--- src/rtl/seq_pkg.sv ---
package seq_pkg;

  localparam logic [3:0] OPC_NOP   = 4'd0;
  localparam logic [3:0] OPC_ADD   = 4'd1;
  localparam logic [3:0] OPC_MOV   = 4'd2;
  localparam logic [3:0] OPC_LOAD  = 4'd3;
  localparam logic [3:0] OPC_STORE = 4'd4;
  localparam logic [3:0] OPC_ADDM  = 4'd5;
  localparam logic [3:0] OPC_JUMP  = 4'd6;
  localparam logic [3:0] OPC_HALT  = 4'd7;

  typedef enum logic [1:0] {
    PH_BOOT  = 2'd0,
    PH_OPND  = 2'd1,
    PH_FETCH = 2'd2,
    PH_HALT  = 2'd3
  } phase_e;

  typedef struct packed {
    logic mem_ref;
    logic is_store;
    logic is_jump;
    logic is_halt;
    logic wr_alu;
    logic use_add;
    logic wr_load;
    logic load_add;
  } ctrl_t;

endpackage

--- src/rtl/seq_decode.sv ---
module seq_decode
  import seq_pkg::*;
#(
  parameter int DW = 16,
  parameter int AW = 8,
  parameter int IW = 4
) (
  input  logic [DW-1:0] ir,
  output ctrl_t         ctrl,
  output logic [IW-1:0] ra,
  output logic [IW-1:0] rb,
  output logic [AW-1:0] addr
);

  localparam int OP_HI = DW - 1;
  localparam int RA_HI = DW - 5;

  logic [3:0] op;

  assign op   = ir[OP_HI -: 4];
  assign ra   = ir[RA_HI -: IW];
  assign rb   = ir[IW-1:0];
  assign addr = ir[AW-1:0];

  always_comb begin
    ctrl = '0;
    unique case (op)
      OPC_ADD:   begin ctrl.wr_alu = 1'b1; ctrl.use_add = 1'b1; end
      OPC_MOV:   ctrl.wr_alu = 1'b1;
      OPC_LOAD:  begin ctrl.mem_ref = 1'b1; ctrl.wr_load = 1'b1; end
      OPC_STORE: begin ctrl.mem_ref = 1'b1; ctrl.is_store = 1'b1; end
      OPC_ADDM:  begin ctrl.mem_ref = 1'b1; ctrl.wr_load = 1'b1; ctrl.load_add = 1'b1; end
      OPC_JUMP:  ctrl.is_jump = 1'b1;
      OPC_HALT:  ctrl.is_halt = 1'b1;
      default:   ctrl = '0;
    endcase
  end

  // an unknown code never asks for an operand access or a register write
  always_comb begin
    assert_unknown_is_nop_R11: assert (!(op > OPC_HALT) || ctrl == '0);
  end

endmodule

--- src/rtl/seq_access_timer.sv ---
module seq_access_timer #(
  parameter int LAT = 4
) (
  input  logic clk,
  input  logic rst_n,
  input  logic run,
  output logic last
);

  localparam int CNTW = (LAT > 1) ? $clog2(LAT) : 1;
  localparam logic [CNTW-1:0] CNT_MAX = CNTW'(LAT - 1);

  logic [CNTW-1:0] cnt_q;
  logic [CNTW-1:0] cnt_d;
  logic            cnt_en;

  assign last   = (cnt_q == CNT_MAX);
  assign cnt_en = run;

  always_comb begin
    cnt_d = last ? '0 : cnt_q + CNTW'(1);
  end

  always_ff @(posedge clk or negedge rst_n) begin
    if (!rst_n) begin
      cnt_q <= '0;
    end else if (cnt_en) begin
      cnt_q <= cnt_d;
    end
  end

  assert_cnt_in_range_R2: assert property (@(posedge clk) disable iff (!rst_n)
    cnt_q <= CNT_MAX);

  // an idle timer rests at zero so the next access gets a full LAT cycles
  assert_idle_rests_R2: assert property (@(posedge clk) disable iff (!rst_n)
    !run |-> cnt_q == '0);

endmodule

--- src/rtl/seq_regfile.sv ---
module seq_regfile #(
  parameter int NREG = 16,
  parameter int DW   = 16,
  localparam int IW  = $clog2(NREG)
) (
  input  logic          clk,
  input  logic          rst_n,
  input  logic          we,
  input  logic [IW-1:0] waddr,
  input  logic [DW-1:0] wdata,
  input  logic [IW-1:0] raddr_a,
  input  logic [IW-1:0] raddr_b,
  output logic [DW-1:0] rdata_a,
  output logic [DW-1:0] rdata_b
);

  logic [DW-1:0] regs_q [NREG];

  for (genvar g = 0; g < NREG; g++) begin : g_reg
    logic wen;
    assign wen = we && (waddr == IW'(g));
    always_ff @(posedge clk or negedge rst_n) begin
      if (!rst_n) begin
        regs_q[g] <= '0;
      end else if (wen) begin
        regs_q[g] <= wdata;
      end
    end
  end

  assign rdata_a = regs_q[raddr_a];
  assign rdata_b = regs_q[raddr_b];

endmodule

--- src/rtl/seq_overlap_core.sv ---
module seq_overlap_core
  import seq_pkg::*;
#(
  parameter int DW   = 16,
  parameter int AW   = 8,
  parameter int NREG = 16,
  parameter int LAT  = 4,
  parameter int CW   = 32
) (
  input  logic          clk,
  input  logic          rst_n,
  output logic          mem_req,
  output logic          mem_we,
  output logic          mem_last,
  output logic [AW-1:0] mem_addr,
  output logic [DW-1:0] mem_wdata,
  input  logic [DW-1:0] mem_rdata,
  output logic [AW-1:0] pc_o,
  output logic [DW-1:0] ir_o,
  output logic [CW-1:0] cycle_cnt,
  output logic [CW-1:0] retired_cnt,
  output logic          halted
);

  localparam int IW = $clog2(NREG);

  // reset: asserted at once, released through two flops
  logic rst_s1_q;
  logic rst_i;

  always_ff @(posedge clk or negedge rst_n) begin
    if (!rst_n) begin
      rst_s1_q <= 1'b0;
      rst_i    <= 1'b0;
    end else begin
      rst_s1_q <= 1'b1;
      rst_i    <= rst_s1_q;
    end
  end

  phase_e        state_q, state_d;
  logic [AW-1:0] pc_q, pc_d;
  logic [DW-1:0] ir_q;
  logic [DW-1:0] opnd_q;
  logic [CW-1:0] cyc_q;
  logic [CW-1:0] ret_q;
  logic          pc_en, ir_en, opnd_en, commit;

  ctrl_t         ctrl;
  logic [IW-1:0] ra, rb;
  logic [AW-1:0] addr_f;
  logic [AW-1:0] pc_inc, next_pc;

  logic          rf_we;
  logic [DW-1:0] rf_wdata;
  logic [DW-1:0] rd_a, rd_b;

  logic          run;
  logic          tlast;
  logic          acc_done;
  logic [AW-1:0] mem_addr_c;

  seq_decode #(.DW(DW), .AW(AW), .IW(IW)) u_dec (
    .ir   (ir_q),
    .ctrl (ctrl),
    .ra   (ra),
    .rb   (rb),
    .addr (addr_f)
  );

  seq_access_timer #(.LAT(LAT)) u_tmr (
    .clk   (clk),
    .rst_n (rst_i),
    .run   (run),
    .last  (tlast)
  );

  seq_regfile #(.NREG(NREG), .DW(DW)) u_rf (
    .clk     (clk),
    .rst_n   (rst_i),
    .we      (rf_we),
    .waddr   (ra),
    .wdata   (rf_wdata),
    .raddr_a (ra),
    .raddr_b (rb),
    .rdata_a (rd_a),
    .rdata_b (rd_b)
  );

  assign pc_inc   = pc_q + AW'(1);
  assign next_pc  = ctrl.is_jump ? addr_f : pc_inc;
  assign acc_done = run && tlast;

  // stage scheduling
  always_comb begin
    state_d    = state_q;
    pc_d       = pc_q;
    pc_en      = 1'b0;
    ir_en      = 1'b0;
    opnd_en    = 1'b0;
    commit     = 1'b0;
    rf_we      = 1'b0;
    rf_wdata   = rd_b;
    run        = 1'b0;
    mem_addr_c = pc_q;
    unique case (state_q)
      PH_BOOT: begin
        run        = 1'b1;
        mem_addr_c = pc_q;
        if (acc_done) begin
          ir_en   = 1'b1;
          state_d = PH_OPND;
        end
      end
      PH_OPND: begin
        if (ctrl.is_halt) begin
          state_d = PH_HALT;
        end else if (ctrl.mem_ref) begin
          run        = 1'b1;
          mem_addr_c = addr_f;
          if (acc_done) begin
            opnd_en = 1'b1;
            state_d = PH_FETCH;
          end
        end else begin
          // no operand: the next fetch takes the stage-one slot
          run        = 1'b1;
          mem_addr_c = next_pc;
          if (acc_done) begin
            ir_en    = 1'b1;
            pc_en    = 1'b1;
            pc_d     = next_pc;
            commit   = 1'b1;
            rf_we    = ctrl.wr_alu;
            rf_wdata = ctrl.use_add ? (rd_a + rd_b) : rd_b;
          end
        end
      end
      PH_FETCH: begin
        run        = 1'b1;
        mem_addr_c = pc_inc;
        if (acc_done) begin
          ir_en    = 1'b1;
          pc_en    = 1'b1;
          pc_d     = pc_inc;
          commit   = 1'b1;
          rf_we    = ctrl.wr_load;
          rf_wdata = ctrl.load_add ? (rd_a + opnd_q) : opnd_q;
          state_d  = PH_OPND;
        end
      end
      default: begin
        state_d = PH_HALT;
      end
    endcase
  end

  always_ff @(posedge clk or negedge rst_i) begin
    if (!rst_i) begin
      state_q <= PH_BOOT;
    end else begin
      state_q <= state_d;
    end
  end

  always_ff @(posedge clk or negedge rst_i) begin
    if (!rst_i) begin
      pc_q <= '0;
    end else if (pc_en) begin
      pc_q <= pc_d;
    end
  end

  always_ff @(posedge clk or negedge rst_i) begin
    if (!rst_i) begin
      ir_q <= '0;
    end else if (ir_en) begin
      ir_q <= mem_rdata;
    end
  end

  always_ff @(posedge clk or negedge rst_i) begin
    if (!rst_i) begin
      opnd_q <= '0;
    end else if (opnd_en) begin
      opnd_q <= mem_rdata;
    end
  end

  always_ff @(posedge clk or negedge rst_i) begin
    if (!rst_i) begin
      cyc_q <= '0;
    end else if (state_q != PH_HALT) begin
      cyc_q <= cyc_q + CW'(1);
    end
  end

  always_ff @(posedge clk or negedge rst_i) begin
    if (!rst_i) begin
      ret_q <= '0;
    end else if (commit) begin
      ret_q <= ret_q + CW'(1);
    end
  end

  assign mem_req     = run;
  assign mem_last    = acc_done;
  assign mem_addr    = mem_addr_c;
  assign mem_we      = (state_q == PH_OPND) && ctrl.is_store;
  assign mem_wdata   = rd_a;
  assign pc_o        = pc_q;
  assign ir_o        = ir_q;
  assign cycle_cnt   = cyc_q;
  assign retired_cnt = ret_q;
  assign halted      = (state_q == PH_HALT);

  // an access in progress keeps its address and direction
  assert_access_stable_R2: assert property (@(posedge clk) disable iff (!rst_i)
    (mem_req && !mem_last) |=> (mem_req && $stable(mem_addr) && $stable(mem_we)));

  // store data does not move while the store is in flight
  assert_store_data_held_R7: assert property (@(posedge clk) disable iff (!rst_i)
    (mem_req && mem_we && !mem_last) |=> $stable(mem_wdata));

  // an operand access is followed by a fetch of the next sequential word
  assert_fetch_follows_opnd_R4: assert property (@(posedge clk) disable iff (!rst_i)
    (state_q == PH_OPND && ctrl.mem_ref && mem_last) |=>
      (mem_req && !mem_we && mem_addr == pc_q + AW'(1)));

  // retirement only at the end of an access
  assert_retire_on_last_R3: assert property (@(posedge clk) disable iff (!rst_i)
    (retired_cnt != $past(retired_cnt)) |-> $past(mem_last));

  // the retired count moves by at most one per cycle
  assert_retire_step_R10: assert property (@(posedge clk) disable iff (!rst_i)
    (retired_cnt == $past(retired_cnt)) || (retired_cnt == $past(retired_cnt) + CW'(1)));

  // once halted the port is quiet and the counters are frozen
  assert_halt_quiet_R9: assert property (@(posedge clk) disable iff (!rst_i)
    halted |=> (halted && !mem_req && $stable(cycle_cnt) && $stable(retired_cnt)));

endmodule

--- config.mk ---
export PLATFORM = sky130hd
export DESIGN_NAME = seq_overlap_core
export DESIGN_NICKNAME = d
export VERILOG_FILES = /design/src/rtl/seq_pkg.sv /design/src/rtl/seq_decode.sv /design/src/rtl/seq_access_timer.sv /design/src/rtl/seq_regfile.sv /design/src/rtl/seq_overlap_core.sv
export SDC_FILE = /design/constraint.sdc
export NUM_CORES = 1
export LEC_CHECK = 0
export ABC_AREA = 1
export BUFFER_PORTS_ARGS = -buffer_cell sky130_fd_sc_hd__buf_2
export CORE_MARGIN = 8
export CORE_UTILIZATION = 55
export DETAILED_ROUTE_END_ITERATION = 8
export PLACE_DENSITY = 0.78
export SYNTH_ARGS = -nofsm -noshare
export SYNTH_HDL_FRONTEND = slang
export SYNTH_HIERARCHICAL = 1
export SYNTH_SLANG_ARGS = --single-unit
export TNS_END_PERCENT = 30
--- constraint.sdc ---
create_clock -name clk -period 14.5 [get_ports clk]
set_clock_uncertainty 0.05 [all_clocks]
set_input_delay 2.9 -clock clk [delete_from_list [all_inputs] [get_ports clk]]
set_output_delay 2.9 -clock clk [all_outputs]
set_load 0.05 [all_outputs]
==> flow_metrics.env, run 1 <==
export IMPL_outcome="finished clean"
export IMPL_fmax_ghz=0.1475
export IMPL_path_cells="inv_4 > buf_4 > nand2_1 > nand3_1 > nand3_1 > nand3_1 > nand2_1 > buf_2"
export IMPL_wl_mm=73.44
export IMPL_cts_setup_buffers=0
export IMPL_sw_frac_of_total_pct=55.97
export IMPL_clkSinkCount=366
export IMPL_die_h_microns=220.4
export IMPL_n_antenna_cell=0
export IMPL_intPower_uw=2853
export IMPL_crit_slowest_cell="dfrtp_4"
export IMPL_combPwrFrac_pct=63.0
export IMPL_antenna_found_initial=0
export IMPL_async_reset_ff_share_pct=100.0
export IMPL_critPathMaxStageDelay_ns=0.80
export IMPL_place_area_sq_um=23650
export IMPL_cts_buffers_inserted=42
export IMPL_maxSlewHeadroom_pct=18.38
export IMPL_rsz0062_at_grt="false"
export IMPL_switchingPower_uw=3626
export IMPL_nFillCells=3810
export IMPL_path_clk_slew_ns=0.06
export IMPL_h_tree_depth=2
export IMPL_fin_util_pct=60.29
export IMPL_p_leak_uw=0.01246
export IMPL_cts_buffer_depth=3
export IMPL_peakVddDrop_v=0.0001554
export IMPL_area_growth_pct=9.042
export IMPL_finalHoldViolCount=0
export IMPL_drv_slew=0
export IMPL_crit_top_cell="nand3_1"
export IMPL_drt_iter0_drc=2836
export IMPL_ys_seq_area_share_pct=39.85
export IMPL_ys_ff_latch=366
export IMPL_core_sq_um=41570
export IMPL_wire_per_inst_microns=18.57
export IMPL_cts_tree="yes"
export IMPL_globalplace_congestion=0.9792
export IMPL_synth_main_ff_cell="dfrtp_1"
export IMPL_dieArea_sq_um=48590
export IMPL_path_class="reg -> out"
export IMPL_setup_violations=0
export IMPL_initial_core_util_pct=55.29
export IMPL_avgSynthCellArea_sq_um=6.790
export IMPL_grt_start_max_net_pins=165
export IMPL_hp_class="reg -> reg"
export IMPL_multi_input_area_sq_um=11350
export IMPL_final_nets=3440
export IMPL_grt_pass1_vias=21290
export IMPL_dp_hpwl_mm=46.50
export IMPL_ctsResizeCount=0
export IMPL_syn_area_sq_um=22980
export IMPL_firstDrtPassIters=6
export IMPL_min_period_over_period_pct=46.74
export IMPL_fin_setup_tns_ns=0
export IMPL_worst_ep_arrival_time_ns=3.83
export IMPL_drc=0
export IMPL_hold_buffers=0
export IMPL_cp_top_family="buffers and inverters"
export IMPL_yosys_warnings=6
export IMPL_synth_edff_count=0
export IMPL_powerDensity_nw_per_um2=258.5
export IMPL_p_clk_share_pct=16.8
export IMPL_period_needed_ns=6.778
export IMPL_ys_types=48
export IMPL_io_pins=134
export IMPL_grt_pass1_wl_mm=115.4
export IMPL_seq_power_share_pct=20.3
export IMPL_clk_latency_ns=0.58
export IMPL_vias_per_cell=5.779
export IMPL_die_x_microns=220.4
export IMPL_end_kind="primary output"
export IMPL_drive_above_1_share_pct=8.521
export IMPL_worst_path_buf_inv=3
export IMPL_drv_cap=0
export IMPL_grt_overflow=0
export IMPL_grt_usage_pct=29.95
export IMPL_vias=22850
export IMPL_numPortBuffers=133
export IMPL_crit_required_ns=11.55
export IMPL_core_rowCount=75
export IMPL_worst_pin_slew_ns=1.220
export IMPL_finalPower_uw=6479
export IMPL_worstPathMaxFanout=85
export IMPL_postLayoutCellArea_sq_um=25060
export IMPL_ant_nets=0
export IMPL_synthCells=3385
export IMPL_start_kind="flip-flop"
export IMPL_regArea_sq_um=9173
export IMPL_cts_root_buf="clkbuf_16"
export IMPL_syn_nets=3443
==> worst paths after layout <==
check,slack [ns],start,endpoint,cells after the start
worst max register to register,8.82,ir_o[8],u_rf/regs_q[239],21
worst max-delay path,7.72,ir_o[8],mem_wdata[14],8
max in group asynchronous,11.73,rst_i,u_rf/regs_q[19],2
min in group asynchronous,0.36,rst_i,retired_cnt[29],0
worst min-delay path,0.30,rst_s1_q,rst_i,0
worst min register to register,0.30,rst_s1_q,rst_i,0
==> cells in the mapped netlist (20+ instances only) <==
| library cell | instances | share of area (%) |
|---|---|---|
| nor2_1 | 112 | 1.8 |
| o21ai_0 | 315 | 6.9 |
| nand2_1 | 1115 | 18 |
| buf_2 | 89 | 1.9 |
| nand4_1 | 21 | 0.57 |
| xnor2_1 | 23 | 0.88 |
| nand3_1 | 518 | 11 |
| dfrtp_1 | 366 | 40 |
| ha_1 | 38 | 2.1 |
| clkbuf_1 | 76 | 1.2 |
| a21oi_1 | 79 | 1.7 |
| buf_4 | 20 | 0.65 |
| nor3_1 | 29 | 0.63 |
| xor2_1 | 47 | 1.8 |
| inv_1 | 411 | 6.7 |
==> layout make-up <==
type | count | area share (%)
Clock buffer | 60 | 4.867
Timing Repair Buffer | 157 | 3.425
Multi-Input combinational cell | 2393 | 45.30
Inverter | 422 | 6.340
Tap cell | 539 | 2.691
Sequential cell | 366 | 36.60
Clock inverter | 17 | 0.7788
==> sequential cells by signal, indices dropped and copies added, names as in the netlist <==
register and flops:
pc_o 8, u_tmr/cnt_q 2, u_rf/regs_q 256, rst_s1_q 1, ir_o 16, retired_cnt 32
opnd_q 16, cycle_cnt 32, rst_i 1, state_q 2
==> stage by stage <==
step	std cells	worst slack [ns]	hold WS (ns)
after floorplan	3385	3.494	0.2812
after global placement	3877	8.503	0.2841
after detailed placement	3877	8.459	0.2879
after CTS	3954	7.826	0.3013
after global routing	3954	7.572	0.3137
final	3954	7.722	0.2982
==> cells by family after synthesis <==
logic type / count (synthesis) / synth area share, %
fa+ha+maj: 40 / 2.243
simple gates: 1846 / 34.21
flops: 366 / 39.85
buf+inv: 626 / 11.06
mux: 3 / 0.1307
xor+xnor: 70 / 2.667
compound gates: 433 / 9.826
other cells: 1 / 0.01632
==> metal layers <==
metal  GRT usage (%)  up-vias  wire length (microns)
li1                -    10750                      -
met1           40.43    10560                  29320
met2           45.97     1305                  32690
met3           5.399      236                   7990
met4           15.11        0                   3446
met5               0        -                      0
==> power groups by stage <==
stage | logic (uW) | registers (uW) | clock network [uW]
2_1_floorplan | 2820 | 1400 | 0
3_3_place_gp | 3920 | 1320 | 0
3_5_place_dp | 3950 | 1320 | 0
4_1_cts | 3970 | 1310 | 1100
5_1_grt | 4430 | 1330 | 1140
6_report | 4080 | 1310 | 1090
==> placed cells by master, fill, tap and decap left out, types with 3 or more instances in the layout <==
cell	netlist	final
clkbuf_1	76	9
nor3_1	29	29
nand3_2	2	10
nand2_1	1115	1115
o21ai_0	315	315
nor3_2	3	3
clkbuf_16	0	43
buf_2	89	133
buf_4	20	23
inv_1	411	407
clkinv_1	3	4
nand2_2	5	5
a21o_1	3	3
bufinv_16	0	3
nor2_2	17	12
a32oi_1	4	4
ha_1	38	38
nor2_1	112	112
nor2_4	1	6
xor2_1	47	47
o21ai_1	12	12
dfrtp_4	0	3
dfrtp_1	366	361
nand3b_1	3	3
nand4_2	3	3
clkinv_2	0	8
or2_2	6	6
mux2i_1	3	3
nor4_1	5	5
xnor2_1	23	23
a221oi_1	4	4
nand3_1	518	510
nand4_1	21	21
clkbuf_8	0	8
o211ai_1	6	6
inv_2	8	9
a21oi_1	79	78
(Power assumes the default switching activity.)
==> run 2, diff against run 1 <==
--- a/config.mk
+++ b/config.mk
@@ -10,7 +10,7 @@
 export CORE_MARGIN = 8
 export CORE_UTILIZATION = 55
 export DETAILED_ROUTE_END_ITERATION = 8
-export PLACE_DENSITY = 0.78
+export PLACE_DENSITY = 0.81
 export SYNTH_ARGS = -nofsm -noshare
 export SYNTH_HDL_FRONTEND = slang
 export SYNTH_HIERARCHICAL = 1
==> constraint.sdc (replaced) <==
create_clock -name clk -period 6.23 [get_ports clk]
set_clock_uncertainty 0.05 [all_clocks]
set_input_delay 1.246 -clock clk [delete_from_list [all_inputs] [get_ports clk]]
set_output_delay 1.246 -clock clk [all_outputs]
set_load 0.05 [all_outputs]
==> flow_metrics.env, run 2 (synthesized netlist as in run 1, its figures left out) <==
export IMPL_outcome="finished clean"
export IMPL_period_needed_ns=5.201
export IMPL_die_h_microns=220.4
export IMPL_die_x_microns=220.4
export IMPL_numPortBuffers=133
export IMPL_area_growth_pct=9.380
export IMPL_maxSlewHeadroom_pct=4.875
export IMPL_fin_setup_tns_ns=0
export IMPL_n_antenna_cell=0
export IMPL_cts_buffer_depth=3
export IMPL_fin_util_pct=60.48
export IMPL_cts_setup_buffers=0
export IMPL_firstDrtPassIters=8
export IMPL_crit_end="u_rf/regs_q[8]"
export IMPL_rsz0062_at_grt="false"
export IMPL_path_clk_slew_ns=0.06
export IMPL_ctsResizeCount=0
export IMPL_core_sq_um=41570
export IMPL_r2r_slack_ns=1.03
export IMPL_r2r_cells=18
export IMPL_worstReg2RegEnd="u_rf/regs_q[8]"
export IMPL_worstPathMaxFanout=68
export IMPL_crit_required_ns=6.64
export IMPL_layout_commonest_cell="nand2_1"
export IMPL_cts_buffers_inserted=41
export IMPL_top_register="u_rf/regs_q"
export IMPL_hold_ws_ns=0.3018
export IMPL_globalplace_congestion=1.010
export IMPL_start_kind="flip-flop"
export IMPL_ant_nets=0
export IMPL_wl_mm=74.66
export IMPL_vias_per_cell=5.826
export IMPL_final_nets=3458
export IMPL_wire_per_inst_microns=18.81
export IMPL_antenna_found_initial=0
export IMPL_fin_cells=3969
export IMPL_grt_pass1_wl_mm=117.0
export IMPL_finalPower_uw=15100
export IMPL_clk_latency_ns=0.58
export IMPL_peakVddDrop_v=0.0003590
export IMPL_dp_cells=3896
export IMPL_drv_cap=0
export IMPL_worst_ep_arrival_time_ns=5.61
export IMPL_grt_start_max_net_pins=169
export IMPL_min_period_over_period_pct=83.49
export IMPL_dp_hpwl_mm=49.54
export IMPL_worst_pin_slew_ns=1.425
export IMPL_largest_reg_flops=256
export IMPL_hold_buffers=0
export IMPL_grt_pass1_vias=21670
export IMPL_final_cell_mix="nand2_1, nand3_1, inv_1"
export IMPL_r2r_start="ir_o[8]"
export IMPL_end_kind="flip-flop"
export IMPL_drv_slew=0
export IMPL_initial_core_util_pct=55.29
export IMPL_drive_above_1_share_pct=8.776
export IMPL_drc=0
export IMPL_cts_root_buf="clkbuf_16"
export IMPL_cts_tree="yes"
export IMPL_path_class="reg -> reg"
export IMPL_powerDensity_nw_per_um2=600.6
export IMPL_min_path_cells=0
export IMPL_p_leak_uw=0.01251
export IMPL_crit_start="ir_o[8]"
export IMPL_hp_class="reg -> reg"
export IMPL_fmax_ghz=0.1923
export IMPL_io_pins=134
export IMPL_grt_usage_pct=30.26
export IMPL_drt_iter0_drc=3159
export IMPL_vias=23120
export IMPL_core_rowCount=75
export IMPL_finalHoldViolCount=0
export IMPL_dieArea_sq_um=48590
export IMPL_grt_overflow=0
export IMPL_setup_violations=0
export IMPL_clkSinkCount=366
export IMPL_h_tree_depth=2
[run 2: final cells by class]
cell class,count,area (sq um)
fill,3778,16430
multi-input combinational,2393,11310
sequential,366,9173
inverter,422,1589
clock buffer,56,1162
timing repair buffer,176,1026
tap,539,674.4
clock inverter,17,207.7
[run 2: metrics by stage]
step | setup slack (ns) | cell area [sq um]
after global routing | 0.6095 | 25140
after CTS | 1.153 | 25140
after floorplan | 0.2025 | 22990
final | 1.029 | 25140
after detailed placement | 1.183 | 23770
after global placement | 1.343 | 23770
[run 2: layer usage]
layer,routed length [microns],global-route usage (%)
met1,29300,40.16
met2,33110,45.87
met3,7496,5.044
met4,4752,18.98
met5,0,0
[run 2: worst min-delay path by stage]
| stage | from | end |
|---|---|---|
| 2_1_floorplan | rst_s1_q | rst_i |
| 3_3_place_gp | rst_s1_q | rst_i |
| 3_5_place_dp | rst_s1_q | rst_i |
| 4_1_cts | rst_s1_q | rst_i |
| 5_1_grt | rst_s1_q | rst_i |
| 6_report | rst_s1_q | rst_i |
[run 2: critical path: stages, from the launching register on]
cell and delay (ns):
dfrtp_4 0.72, inv_4 0.67, buf_4 0.48, nand2_1 0.11, nand3_1 0.09, nand3_1 0.10
nand3_1 0.13, nand2_1 0.26, fa_1 0.56, nand3_1 0.11, nand2_1 0.11, nand2_1 0.09
o211ai_1 0.12, or2_2 0.31, nand3_1 0.07, a21oi_1 0.06, a21oi_1 0.46, inv_1 0.28
o21ai_0 0.22
[run 2: report_power, final]
part	internal, uW	switching, uW
registers	2630	339
clock network	1440	1020
logic	2560	7100
total	6640	8460
